--- src/rtl/rs_chien_pkg.sv ---
`timescale 1ns/1ps
package rs_chien_pkg;
  parameter int unsigned GF_M = 4;
  parameter logic [GF_M:0] GF_POLY = 5'b10011;
  localparam int unsigned GF_N = (1 << GF_M) - 1;

  typedef logic [GF_M-1:0] sym_t;
  typedef enum logic [1:0] {T_NONE, T_ONE, T_TWO, T_THREE} tmode_e;

  function automatic sym_t gf_xtime(sym_t a);
    return {a[GF_M-2:0], 1'b0} ^ (a[GF_M-1] ? GF_POLY[GF_M-1:0] : '0);
  endfunction

  function automatic sym_t gf_mul(sym_t a, sym_t b);
    sym_t p = '0;
    for (int i = GF_M - 1; i >= 0; i--) begin
      p = gf_xtime(p);
      if (b[i]) p = p ^ a;
    end
    return p;
  endfunction

  function automatic sym_t gf_alpha_pow(int unsigned k);
    sym_t p = sym_t'(1);
    for (int unsigned i = 0; i < k; i++) p = gf_xtime(p);
    return p;
  endfunction

  // a^(2^m-2) by squarings: a^2 * a^4 * ... * a^(2^(m-1))
  function automatic sym_t gf_inv(sym_t a);
    sym_t r = sym_t'(1);
    sym_t s = a;
    for (int unsigned i = 1; i < GF_M; i++) begin
      s = gf_mul(s, s);
      r = gf_mul(r, s);
    end
    return r;
  endfunction
endpackage

--- src/rtl/rs_step_term.sv ---
`timescale 1ns/1ps
module rs_step_term
  import rs_chien_pkg::*;
#(
  parameter int unsigned STEP = 1
) (
  input  logic clk_i,
  input  logic rst_ni,
  input  logic load_i,
  input  sym_t init_i,
  input  logic adv_i,
  output sym_t val_o
);
  localparam sym_t MULT = gf_alpha_pow(STEP);

  sym_t val_q;

  always_ff @(posedge clk_i or negedge rst_ni) begin
    if (!rst_ni)     val_q <= '0;
    else if (load_i) val_q <= init_i;
    else if (adv_i)  val_q <= gf_mul(val_q, MULT);
  end

  assign val_o = val_q;
endmodule

--- src/rtl/rs_forney_div.sv ---
`timescale 1ns/1ps
module rs_forney_div
  import rs_chien_pkg::*;
(
  input  sym_t num_i,
  input  sym_t den_i,
  output sym_t mag_o
);
  assign mag_o = gf_mul(num_i, gf_inv(den_i));
endmodule

--- src/rtl/rs_chien_forney.sv ---
`timescale 1ns/1ps
module rs_chien_forney
  import rs_chien_pkg::*;
(
  input  logic            clk_i,
  input  logic            rst_ni,
  input  logic            start_i,
  input  logic [1:0]      err_cnt_i,
  input  logic [GF_M-1:0] sigma0_i,
  input  logic [GF_M-1:0] sigma1_i,
  input  logic [GF_M-1:0] sigma2_i,
  input  logic [GF_M-1:0] omega0_i,
  input  logic [GF_M-1:0] omega1_i,
  input  logic [GF_M-1:0] omega2_i,
  input  logic            rx_vld_i,
  input  logic [GF_M-1:0] rx_sym_i,
  output logic            sym_vld_o,
  output logic [GF_M-1:0] sym_o,
  output logic            corr_o,
  output logic            done_o,
  output logic            fail_o
);
  localparam int unsigned POS_W = $clog2(GF_N);
  localparam int unsigned CNT_W = $clog2(GF_N + 1);
  localparam int unsigned NT    = 6;
  // term order: loc x, loc x^2, loc x^3, omega x, omega x^2, derivative x^2
  localparam int unsigned TERM_STEP [NT] = '{1, 2, 3, 1, 2, 2};

  tmode_e mode_d, mode_q;
  sym_t c0_d, c1_d, c2_d, c3_d, w0_d, w1_d, w2_d;
  sym_t c0_q, c1_q, w0_q;
  sym_t term_init [NT];
  sym_t term_val  [NT];
  logic active_q;
  logic [POS_W-1:0] pos_q;
  logic [CNT_W-1:0] roots_q;
  logic accept, last, is_root;
  logic [CNT_W-1:0] roots_nxt;
  sym_t loc_sum, num, den, mag;

  // coefficient forcing per error count
  always_comb begin
    mode_d = tmode_e'(err_cnt_i);
    c0_d = sigma0_i; c1_d = sigma1_i; c2_d = sigma2_i; c3_d = sym_t'(1);
    w0_d = omega0_i; w1_d = omega1_i; w2_d = omega2_i;
    unique case (mode_d)
      T_NONE: begin
        c0_d = sym_t'(1); c1_d = '0; c2_d = '0; c3_d = '0;
        w0_d = '0; w1_d = '0; w2_d = '0;
      end
      T_ONE: begin
        c1_d = sym_t'(1); c2_d = '0; c3_d = '0; w1_d = '0; w2_d = '0;
      end
      T_TWO: begin
        c2_d = sym_t'(1); c3_d = '0; w2_d = '0;
      end
      T_THREE: ;
    endcase
  end

  assign term_init[0] = c1_d;
  assign term_init[1] = c2_d;
  assign term_init[2] = c3_d;
  assign term_init[3] = w1_d;
  assign term_init[4] = w2_d;
  assign term_init[5] = c3_d;

  assign accept = active_q & rx_vld_i;
  assign last   = pos_q == POS_W'(GF_N - 1);

  for (genvar g = 0; g < NT; g++) begin : g_term
    rs_step_term #(.STEP(TERM_STEP[g])) u_term (
      .clk_i  (clk_i),
      .rst_ni (rst_ni),
      .load_i (start_i),
      .init_i (term_init[g]),
      .adv_i  (accept),
      .val_o  (term_val[g])
    );
  end

  assign loc_sum   = c0_q ^ term_val[0] ^ term_val[1] ^ term_val[2];
  assign is_root   = (mode_q != T_NONE) && (loc_sum == '0);
  assign num       = w0_q ^ term_val[3] ^ term_val[4];
  assign den       = c1_q ^ term_val[5];
  assign roots_nxt = roots_q + CNT_W'(is_root);

  rs_forney_div u_div (
    .num_i (num),
    .den_i (den),
    .mag_o (mag)
  );

  always_ff @(posedge clk_i or negedge rst_ni) begin
    if (!rst_ni) begin
      active_q <= 1'b0;
      pos_q    <= '0;
      roots_q  <= '0;
      mode_q   <= T_NONE;
      c0_q     <= '0;
      c1_q     <= '0;
      w0_q     <= '0;
    end else if (start_i) begin
      active_q <= 1'b1;
      pos_q    <= '0;
      roots_q  <= '0;
      mode_q   <= mode_d;
      c0_q     <= c0_d;
      c1_q     <= c1_d;
      w0_q     <= w0_d;
    end else if (accept) begin
      pos_q   <= pos_q + 1'b1;
      roots_q <= roots_nxt;
      if (last) active_q <= 1'b0;
    end
  end

  always_ff @(posedge clk_i or negedge rst_ni) begin
    if (!rst_ni) begin
      sym_vld_o <= 1'b0;
      sym_o     <= '0;
      corr_o    <= 1'b0;
      done_o    <= 1'b0;
      fail_o    <= 1'b0;
    end else begin
      sym_vld_o <= accept;
      corr_o    <= accept & is_root;
      done_o    <= accept & last;
      fail_o    <= accept & last & (roots_nxt != CNT_W'(mode_q));
      if (accept) sym_o <= rx_sym_i ^ (is_root ? mag : '0);
    end
  end

  AST_PASS_UNCHANGED: assert property (@(posedge clk_i) disable iff (!rst_ni)
    sym_vld_o && !corr_o |-> sym_o == $past(rx_sym_i));
  AST_IDLE_SILENT: assert property (@(posedge clk_i) disable iff (!rst_ni)
    !active_q && !start_i |=> !sym_vld_o);
  AST_FAIL_WITH_DONE: assert property (@(posedge clk_i) disable iff (!rst_ni)
    fail_o |-> done_o && sym_vld_o);
  AST_DONE_PULSE: assert property (@(posedge clk_i) disable iff (!rst_ni)
    done_o |=> !done_o);
  AST_ROOT_BOUND: assert property (@(posedge clk_i) disable iff (!rst_ni)
    roots_q <= CNT_W'(3));
  AST_STALL_HOLD: assert property (@(posedge clk_i) disable iff (!rst_ni)
    active_q && !rx_vld_i && !start_i |=> $stable(pos_q) && !sym_vld_o);
endmodule

--- config.mk ---
export PLATFORM = sky130hd
export DESIGN_NAME = rs_chien_forney
export DESIGN_NICKNAME = d
export VERILOG_FILES = /design/src/rtl/rs_chien_pkg.sv /design/src/rtl/rs_step_term.sv /design/src/rtl/rs_forney_div.sv /design/src/rtl/rs_chien_forney.sv
export SDC_FILE = /design/constraint.sdc
export NUM_CORES = 1
export LEC_CHECK = 0
export BUFFER_PORTS_ARGS = -buffer_cell sky130_fd_sc_hd__buf_2
export CAP_MARGIN = 10
export CORE_ASPECT_RATIO = 1.75
export CORE_MARGIN = 4
export CORE_UTILIZATION = 60
export CTS_BUF_LIST = sky130_fd_sc_hd__clkbuf_2 sky130_fd_sc_hd__clkbuf_4 sky130_fd_sc_hd__clkbuf_8
export DETAILED_ROUTE_END_ITERATION = 6
export GPL_TIMING_DRIVEN = 0
export PLACE_DENSITY = 0.91
export SLEW_MARGIN = 10
export SYNTH_ARGS = -nofsm -noshare
export SYNTH_HDL_FRONTEND = slang
export SYNTH_SLANG_ARGS = --single-unit
--- constraint.sdc ---
create_clock -name clk_i -period 3.5 [get_ports clk_i]
set_input_delay 0.35 -clock clk_i [delete_from_list [all_inputs] [get_ports clk_i]]
set_output_delay 0.35 -clock clk_i [all_outputs]
set_load 0.01 [all_outputs]
==> impl_metrics.ini, run 1 <==
[logic_synthesis]
avgSynthCellArea_um2 = 9.11
synthDistinctLibCells = 42
yosys_warnings = 0
synth-edff-count = 0
ys_async_sr_fraction_pct = 100
postSynthCellCount = 354
syn_nets = 393
ys.flop_type = dfrtp_1
synthesis.area_um2 = 3230
ys_ff_latch = 55
yosysSeqAreaShare_pct = 42.7

[pwr]
powerDensity_nw_per_um2 = 514
ir_drop_v = 0.000419
p_leak_nw = 1.67

[floorplanning]
dieArea_um2 = 6660
die_width_um = 63.4
ios = 42
floorplan.rows = 35
die_h_um = 105
core_area_um2 = 5260
start_util_pct = 61.4

[clock_tree]
clockBufferDepth = 2
cts_made_buffers = 5
cts_tree = done
htreeDepth = 2
cts-root-buf = clkbuf_8
holdBufCountCts = 0
clkSinkCount = 55
clk_pin_slew_worst_paths_ns = 0.11
clock_latency_ns = 0.32

[placed_design]
dpl.hpwl_mm = 5.59
dp_cells = 450
place.gp.congestion = 0.903
dp_slack_ns = -0.342
port_buffers = 41

[setup_path]
r2r-start = g_term[5].u_term.val_o[2]
crit_family = XOR/XNOR gates
required_ns = 3.75
timing.critical_path.to_type = flip-flop
crit_arrival_ns = 3.57
path_buf_inv = 2
critPathLaunch = g_term[5].u_term.val_o[2]
worst-path-stages = 12
endpoint = sym_o[1]
reg2reg_slack_ns = 0.19
regToRegEndpoint = sym_o[1]
slowest_stage = or4_1
crit_type = flip-flop to flip-flop
cp-start-kind = flip-flop
path_cells = xnor2_4 -> inv_2 -> ha_2 -> inv_1 -> or4_1 -> o221ai_2 -> nor3_2 -> xnor2_1 -> xor2_1 -> xnor3_2 -> a21o_1 -> a31oi_1
crit_path_max_incr_delay_ns = 0.55
crit_fanout = 8
rr_worst_depth = 12

[timing]
fmax_mhz = 302
slew_viol_final = 0
hold_violations = 0
layout_min_cycle_time_ns = 3.31
finalWorstSetupSlack_ns = 0.186
maxSlewHeadroom_pct = 52.4
finalClockSkew_ns = 0.0168
setup_viol_count_final = 0
rsz0062_at_grt = false
fin_crit_sh_pct = 94.7
timing.hold.ws_ns = 0.0662
max_slew.worst_pin.slew_ns = 0.715

[grt]
grt_max_degree = 56
grt_usage_pct = 23.6
antenna_found_initial = 0
grt_pass1_wl_mm = 12.4
grt_pass1_vias = 2745
gr-total-overflow = 0

[final_layout]
layout.cells.non_filler = 459
fill_cells = 393
multi_input_area_um2 = 1740
diodes = 0
mostFrequentLayoutCells = dfrtp_1 (54), buf_2 (41), xnor2_1 (36), nand2_1 (36), o21ai_0 (35)
syn_to_final_growth_pct = 13.8
final_layout_size_suffix_gt1_share_pct = 16.6
fin_nets = 442
post-route-util_pct = 69.9
ff_latch_area_um2 = 1380
final_common_cell = dfrtp_1

[outcome]
status = complete, no violations

[routing]
routed_wl_mm = 7.47
wl_met1_mm = 2.69
routed_via_density = 5.92
dr.pass1.iters = 4
via_count = 2719
post_drt_wl_per_cell_um = 16.3
dr.first_iter.drc_count = 162
topRoutingLayerUsed = met4
met2WireLength_mm = 4.11
drc = 0
dr_wl_met3_um = 296
ant_nets = 0

[worst_hold_path]
min_path_type = input pin to asynchronous set/reset pin

[run]
cap_violations = 0
==> worst reg2reg max path: stages, from the launching register on <==
cell      delay [ns]
dfrtp_2         0.48
xnor2_4         0.19
inv_2           0.15
ha_2            0.31
inv_1           0.13
or4_1           0.55
o221ai_2        0.12
nor3_2          0.09
xnor2_1         0.21
xor2_1          0.24
xnor3_2         0.43
a21o_1          0.20
a31oi_1         0.15
==> through the flow <==
stage                     area [µm²]  total power, mW  TNS (ns)
after floorplan                 3230             1.23         0
after global placement          3500             1.38    -0.306
after detailed placement        3500             1.41    -0.601
after CTS                       3630             1.85         0
after global routing            3670             1.98         0
final                           3670             1.89         0
==> cell usage after synthesis (all sizes together) (2+ instances only) <==
library cell / number / area share, %
mux2: 2 / 0.70
a31oi: 5 / 1.2
dfrtp: 55 / 43
clkbuf: 13 / 1.5
nand4: 2 / 0.39
o21ai: 36 / 5.6
ha: 5 / 1.9
mux2i: 12 / 3.7
nor2: 33 / 3.8
or4: 2 / 0.47
a21o: 3 / 0.70
inv: 22 / 2.6
o211ai: 5 / 1.2
nor3: 5 / 0.93
a221oi: 2 / 0.74
a211oi: 4 / 0.93
xor2: 22 / 6.0
buf: 4 / 0.50
and3: 3 / 0.58
or3: 5 / 0.97
a21oi: 16 / 2.5
xnor2: 38 / 11
nand3: 13 / 2.0
nand2: 36 / 4.2
==> worst min path at each step <==
stage,to,startpoint,cells after the start
after floorplan,active_q,rst_ni,0
after global placement,active_q,active_q,1
after detailed placement,active_q,active_q,1
after CTS,w0_q[2],omega0_i[2],3
after global routing,g_term[1].u_term.val_o[0],rst_ni,1
final,w0_q[0],rst_ni,1
==> repair_timing <==
| item | CTS | global route |
|---|---|---|
| cloned | 0 | 0 |
| setup buffers | 0 | 2 |
| gates resized for setup | 3 | 7 |
| pin swaps | 0 | 3 |
| setup endpoints to repair | 4 | 3 |
==> per-layer routing <==
metal,up-vias,global-route usage [%]
met2,83,43.8
met3,25,3.12
met5,-,0
met4,0,13.8
met1,1309,24.7
li1,1302,-
==> kinds of logic after synthesis <==
group                      synth area share (%)
adders and majority gates                  1.94
buffers and inverters                      4.58
DFF                                        42.7
AOI/OAI and AO/OA                          15.0
muxes                                      4.42
xor gates and xnor gates                   17.5
and+or+nand+nor                            13.9
==> area by class of cell <==
type	count	share of cell area (%)
Tap cell	55	1.87
Clock buffer	6	2.08
Multi-Input combinational cell	260	47.4
Clock inverter	2	1.06
Timing Repair Buffer	43	6.06
Buffer	16	1.77
Inverter	22	2.25
Sequential cell	55	37.5
==> state kept, by name, summed over array words and instances (netlist names), 2 cells and up <==
name and flops:
roots_q 4, g_term.u_term.val_o 24, sym_o 4, w0_q 4, mode_q 2, c0_q 4
pos_q 4, c1_q 4
==> report_power, final <==
group	internal [mW]	switching [mW]	total [mW]	leakage, nW
combinational	0.315	0.401	0.716	0.906
sequential	0.686	0.0516	0.738	0.705
clock	0.224	0.211	0.435	0.0592
total	1.22	0.664	1.89	1.67
No activity file was read; power rests on OpenSTA's default activity.
==> inputs of run 2 (changes only) <==
==> constraint.sdc (replaced) <==
create_clock -name clk_i -period 3.5 [get_ports clk_i]
set_input_delay 0 -clock clk_i [delete_from_list [all_inputs] [get_ports clk_i]]
set_output_delay 0 -clock clk_i [all_outputs]
set_load 0.01 [all_outputs]
==> impl_metrics.ini, run 2 (synthesized netlist as in run 1, its figures left out) <==
[grt]
grt_pass1_vias = 3050
grt_usage_pct = 26.6
antenna_found_initial = 0
grt_pass1_wl_mm = 14.0
gr-total-overflow = 0
grt_max_degree = 56

[clock_tree]
clock_latency_ns = 0.32
clockBufferDepth = 2
clk_pin_slew_worst_paths_ns = 0.10
clkSinkCount = 55
cts-root-buf = clkbuf_8
htreeDepth = 2
cts_made_buffers = 5
cts_tree = done

[outcome]
status = complete, no violations

[final_layout]
layout.cells.non_filler = 488
final_common_cell = dfrtp_1
fin_nets = 471
final_layout_size_suffix_gt1_share_pct = 15.5
syn_to_final_growth_pct = 22.8
fin_area_um2 = 3960
largest_reg_flops = 24
diodes = 0
fill_cells = 339
ff_latch_area_um2 = 1380
post-route-util_pct = 75.4
mostFrequentLayoutCells = dfrtp_1 (54), buf_2 (41), xnor2_1 (36), nand2_1 (36), o21ai_0 (35)
multi_input_area_um2 = 1740

[timing]
hold_violations = 0
rsz0062_at_grt = false
max_slew.worst_pin.slew_ns = 0.777
fmax_mhz = 302
maxSlewHeadroom_pct = 48.2
finalClockSkew_ns = 0.0113
timing.hold.ws_ns = 0.0481
tns_ns = 0
slew_viol_final = 0
layout_min_cycle_time_ns = 3.31
fin_crit_sh_pct = 94.7
setup_viol_count_final = 0

[routing]
dr.first_iter.drc_count = 225
routed_via_density = 5.94
drc = 0
dr.pass1.iters = 4
routed_wl_mm = 8.49
via_count = 2900
ant_nets = 0
post_drt_wl_per_cell_um = 17.4

[floorplanning]
ios = 42
core_area_um2 = 5260
die_width_um = 63.4
dieArea_um2 = 6660
start_util_pct = 61.4
die_h_um = 105
floorplan.rows = 35

[setup_path]
crit_type = flip-flop to flip-flop
timing.critical_path.to_type = flip-flop
reg2reg_slack_ns = 0.19
r2r-start = g_term[5].u_term.val_o[2]
crit_arrival_ns = 3.56
path_buf_inv = 2
rr_worst_depth = 12
crit_path_max_incr_delay_ns = 0.55
required_ns = 3.75
cp-start-kind = flip-flop
crit_fanout = 8
regToRegEndpoint = sym_o[1]
path_cells = xnor2_4 -> inv_2 -> ha_2 -> inv_1 -> or4_1 -> o221ai_2 -> nor3_2 -> xnor2_1 -> xor2_1 -> xnor3_2 -> a21o_1 -> a31oi_1
slowest_stage = or4_1
crit_family = XOR/XNOR gates

[placed_design]
dpl.hpwl_mm = 5.59
dp_cells = 450
port_buffers = 41
place.gp.congestion = 0.903
placed_area_um2 = 3500

[pwr]
p_sw_share_pct = 35.3
internal-power_mw = 1.25
ir_drop_v = 0.000419
powerDensity_nw_per_um2 = 486
p_comb_share_pct = 39.0
p_leak_nw = 1.79
sequentialPowerShare_pct = 38.5
p_switching_uw = 679
pwr-share-clk_pct = 22.6

[worst_hold_path]
hold_depth = 3
min_path_type = input pin to flip-flop
hp-start = sigma2_i[0]
holdPathEnd = g_term[1].u_term.val_o[0]

[run]
cap_violations = 0
## run 2: changes by cell type in the layout (fill, tap and decap cells not counted), sizes merged
cell,change
dlygate4sd3,+29
## run 2: power by group through the flow
stage / Clock [mW] / Sequential (mW) / Combinational [mW]
2_1_floorplan: 0 / 0.744 / 0.484
3_3_place_gp: 0 / 0.745 / 0.638
3_5_place_dp: 0 / 0.749 / 0.663
4_1_cts: 0.438 / 0.737 / 0.698
5_1_grt: 0.462 / 0.746 / 0.811
6_report: 0.435 / 0.740 / 0.750
## run 2: stage by stage
step                total power, mW  setup WS (ns)
floorplan                      1.23          0.277
global placement               1.38         -0.211
detailed placement             1.41         -0.342
CTS                            1.87        0.00569
global route                   2.02         0.0107
finish                         1.93          0.186
## run 2: how the worst max path moves through the flow
stage / depth (start not counted) / to / start
3_3_place_gp: 12 / sym_o[1] / g_term[5].u_term.val_o[2]
4_1_cts: 12 / sym_o[1] / g_term[5].u_term.val_o[2]
5_1_grt: 12 / sym_o[1] / g_term[5].u_term.val_o[2]
2_1_floorplan: 12 / sym_o[1] / g_term[5].u_term.val_o[2]
3_5_place_dp: 12 / sym_o[1] / g_term[5].u_term.val_o[2]
6_report: 12 / sym_o[1] / g_term[5].u_term.val_o[2]
## run 2: cell type report
cell class / instances / share of cell area, %
inverter: 22 / 2.08
buffer: 16 / 1.64
clock buffer: 6 / 1.93
tap: 55 / 1.74
sequential: 55 / 34.8
timing repair buffer: 72 / 12.9
multi-input combinational: 260 / 43.9
clock inverter: 2 / 0.979
## run 2: routing by layer
metal / vias up / share of wire [%] / global-route usage, %
met5: - / 0 / 0
met2: 98 / 54 / 47.6
met4: 0 / 5.5 / 17.2
met1: 1409 / 36 / 28.4
met3: 35 / 4.2 / 3.55
li1: 1358 / - / -
## run 2: what timing repair did
action | CTS | global route
hold endpoints to repair | 86 | 0
pin swaps | 0 | 3
buffers inserted | 0 | 2
hold buffers | 29 | 0
endpoints found under the setup margin | 4 | 3
gates resized for setup | 3 | 7
## run 2: worst reg2reg max path: stages, from the launching register on
cell	delay [ns]
dfrtp_2	0.48
xnor2_4	0.19
inv_2	0.15
ha_2	0.31
inv_1	0.13
or4_1	0.55
o221ai_2	0.12
nor3_2	0.09
xnor2_1	0.21
xor2_1	0.24
xnor3_2	0.43
a21o_1	0.20
a31oi_1	0.15
==> inputs of run 3 (changes only) <==
GPL_TIMING_DRIVEN = unset   (was 0)
==> impl_metrics.ini, run 3 (synthesized netlist as in run 1, its figures left out) <==
[clock_tree]
clock_latency_ns = 0.32
clk_pin_slew_worst_paths_ns = 0.10
clkSinkCount = 55
cts-root-buf = clkbuf_8
cts_tree = done
postCtsSetupBuffers = 0
clockBufferDepth = 2
htreeDepth = 2
cts_made_buffers = 5

[grt]
top_usage_layer = met2
grt_pass1_wl_mm = 13.6
antenna_found_initial = 0
gr-total-overflow = 0
grt_pass1_vias = 2988
grt_max_degree = 60
met1_usage_pct = 26.0
met3_usage_pct = 3.44
use_met2_pct = 49.7
grt_usage_pct = 26.2

[routing]
dr.first_iter.drc_count = 127
routed_wl_mm = 8.33
drc = 0
post_drt_wl_per_cell_um = 17.6
routed_via_density = 6.03
dr.pass1.iters = 4
via_count = 2852
ant_nets = 0

[setup_path]
reg2reg_slack_ns = 0.24
timing.critical_path.to_type = flip-flop
crit_fanout = 12
path_buf_inv = 1
cp-start-kind = flip-flop
r2r-start = g_term[5].u_term.val_o[2]
path_cells = xnor2_4 -> inv_2 -> ha_2 -> or4_1 -> o221ai_2 -> nor3_2 -> xnor2_1 -> xor2_1 -> xnor3_1 -> a21o_1 -> a31oi_1
critPathLaunch = g_term[5].u_term.val_o[2]
crit_path_max_incr_delay_ns = 0.56
crit_arrival_ns = 3.51
crit_type = flip-flop to flip-flop
crit_family = XOR/XNOR gates
required_ns = 3.75
regToRegEndpoint = sym_o[1]
rr_worst_depth = 11
slowest_stage = or4_1

[timing]
timing.hold.ws_ns = 0.000384
maxSlewHeadroom_pct = 37.7
fin_crit_sh_pct = 93.0
hold_violations = 0
slew_viol_final = 0
rsz0062_at_grt = false
finalClockSkew_ns = 0.0109
finalWorstSetupSlack_ns = 0.244
max_slew.worst_pin.slew_ns = 0.934
setup_viol_count_final = 0
tns_ns = 0
layout_min_cycle_time_ns = 3.26
fmax_mhz = 307

[final_layout]
fin_nets = 456
final_layout_size_suffix_gt1_share_pct = 15.6
mostFrequentLayoutCells = dfrtp_1 (55), buf_2 (41), xnor2_1 (36), nand2_1 (36), o21ai_0 (35)
diodes = 0
final_common_cell = dfrtp_1
largest_reg_flops = 24
syn_to_final_growth_pct = 19.4

[pwr]
p_comb_share_pct = 38.3
ir_drop_v = 0.000487
sequentialPowerShare_pct = 41.2
pwr-share-clk_pct = 20.5
powerDensity_nw_per_um2 = 467
p_sw_share_pct = 36.2
p_leak_nw = 1.75
internal-power_mw = 1.15
p_switching_uw = 650

[floorplanning]
core_area_um2 = 5260
dieArea_um2 = 6660
ios = 42
die_h_um = 105
start_util_pct = 61.4
floorplan.rows = 35
die_width_um = 63.4

[placed_design]
dp_slack_ns = 0.0942
dpl.hpwl_mm = 5.37
port_buffers = 41
place.gp.congestion = 0.926

[worst_hold_path]
holdPathEnd = g_term[1].u_term.val_o[0]
hold_depth = 3
hp-start = sigma2_i[0]
min_path_type = input pin to flip-flop

[outcome]
status = complete, no violations

[run]
cap_violations = 0
==> run 3: timing repair <==
action / CTS / global route
gates resized for setup: 0 / 3
hold buffers: 27 / 0
endpoints found under the hold margin: 62 / 0
setup endpoints to repair: 0 / 3
==> run 3: per-layer routing <==
metal	vias up	routed length (µm)
li1	1318	-
met1	1399	2850
met2	95	4730
met3	40	322
met4	0	431
met5	-	0
==> run 3: power by group through the flow <==
stage / Combinational (mW) / Clock (mW) / Sequential (mW)
global route: 0.745 / 0.395 / 0.747
finish: 0.689 / 0.368 / 0.741
floorplan: 0.484 / 0 / 0.744
detailed placement: 0.638 / 0 / 0.750
global placement: 0.615 / 0 / 0.746
CTS: 0.664 / 0.367 / 0.738
==> run 3: worst max-delay path by stage <==
| stage | end | slack (ns) | cells after the start |
|---|---|---|---|
| 2_1_floorplan | sym_o[1] | 0.28 | 12 |
| 3_3_place_gp | sym_o[1] | 0.26 | 11 |
| 3_5_place_dp | sym_o[1] | 0.09 | 12 |
| 4_1_cts | sym_o[1] | 0.08 | 12 |
| 5_1_grt | sym_o[1] | 0.04 | 12 |
| 6_report | sym_o[1] | 0.24 | 11 |
==> run 3: per-stage QoR <==
step	total power, mW	utilization [%]	area (µm²)	instances
after floorplan	1.23	-	3230	354
after global placement	1.36	66.1	3470	438
after detailed placement	1.39	66.1	3470	438
after CTS	1.77	72.9	3830	473
after global routing	1.89	73.3	3850	473
final	1.80	73.3	3850	473
==> run 3: tightest hold or removal path: stages <==
cell and delay [ns]:
buf_2 0.08, o21ai_0 0.07, a21oi_1 0.13
==> run 3: layout make-up <==
type                       instances  area, µm²
inverter                          22       82.6
fill                             356       1400
sequential                        55       1380
clock buffer                       6       76.3
tap                               55       68.8
multi-input combinational        260       1720
clock inverter                     2       12.5
timing repair buffer              73        513
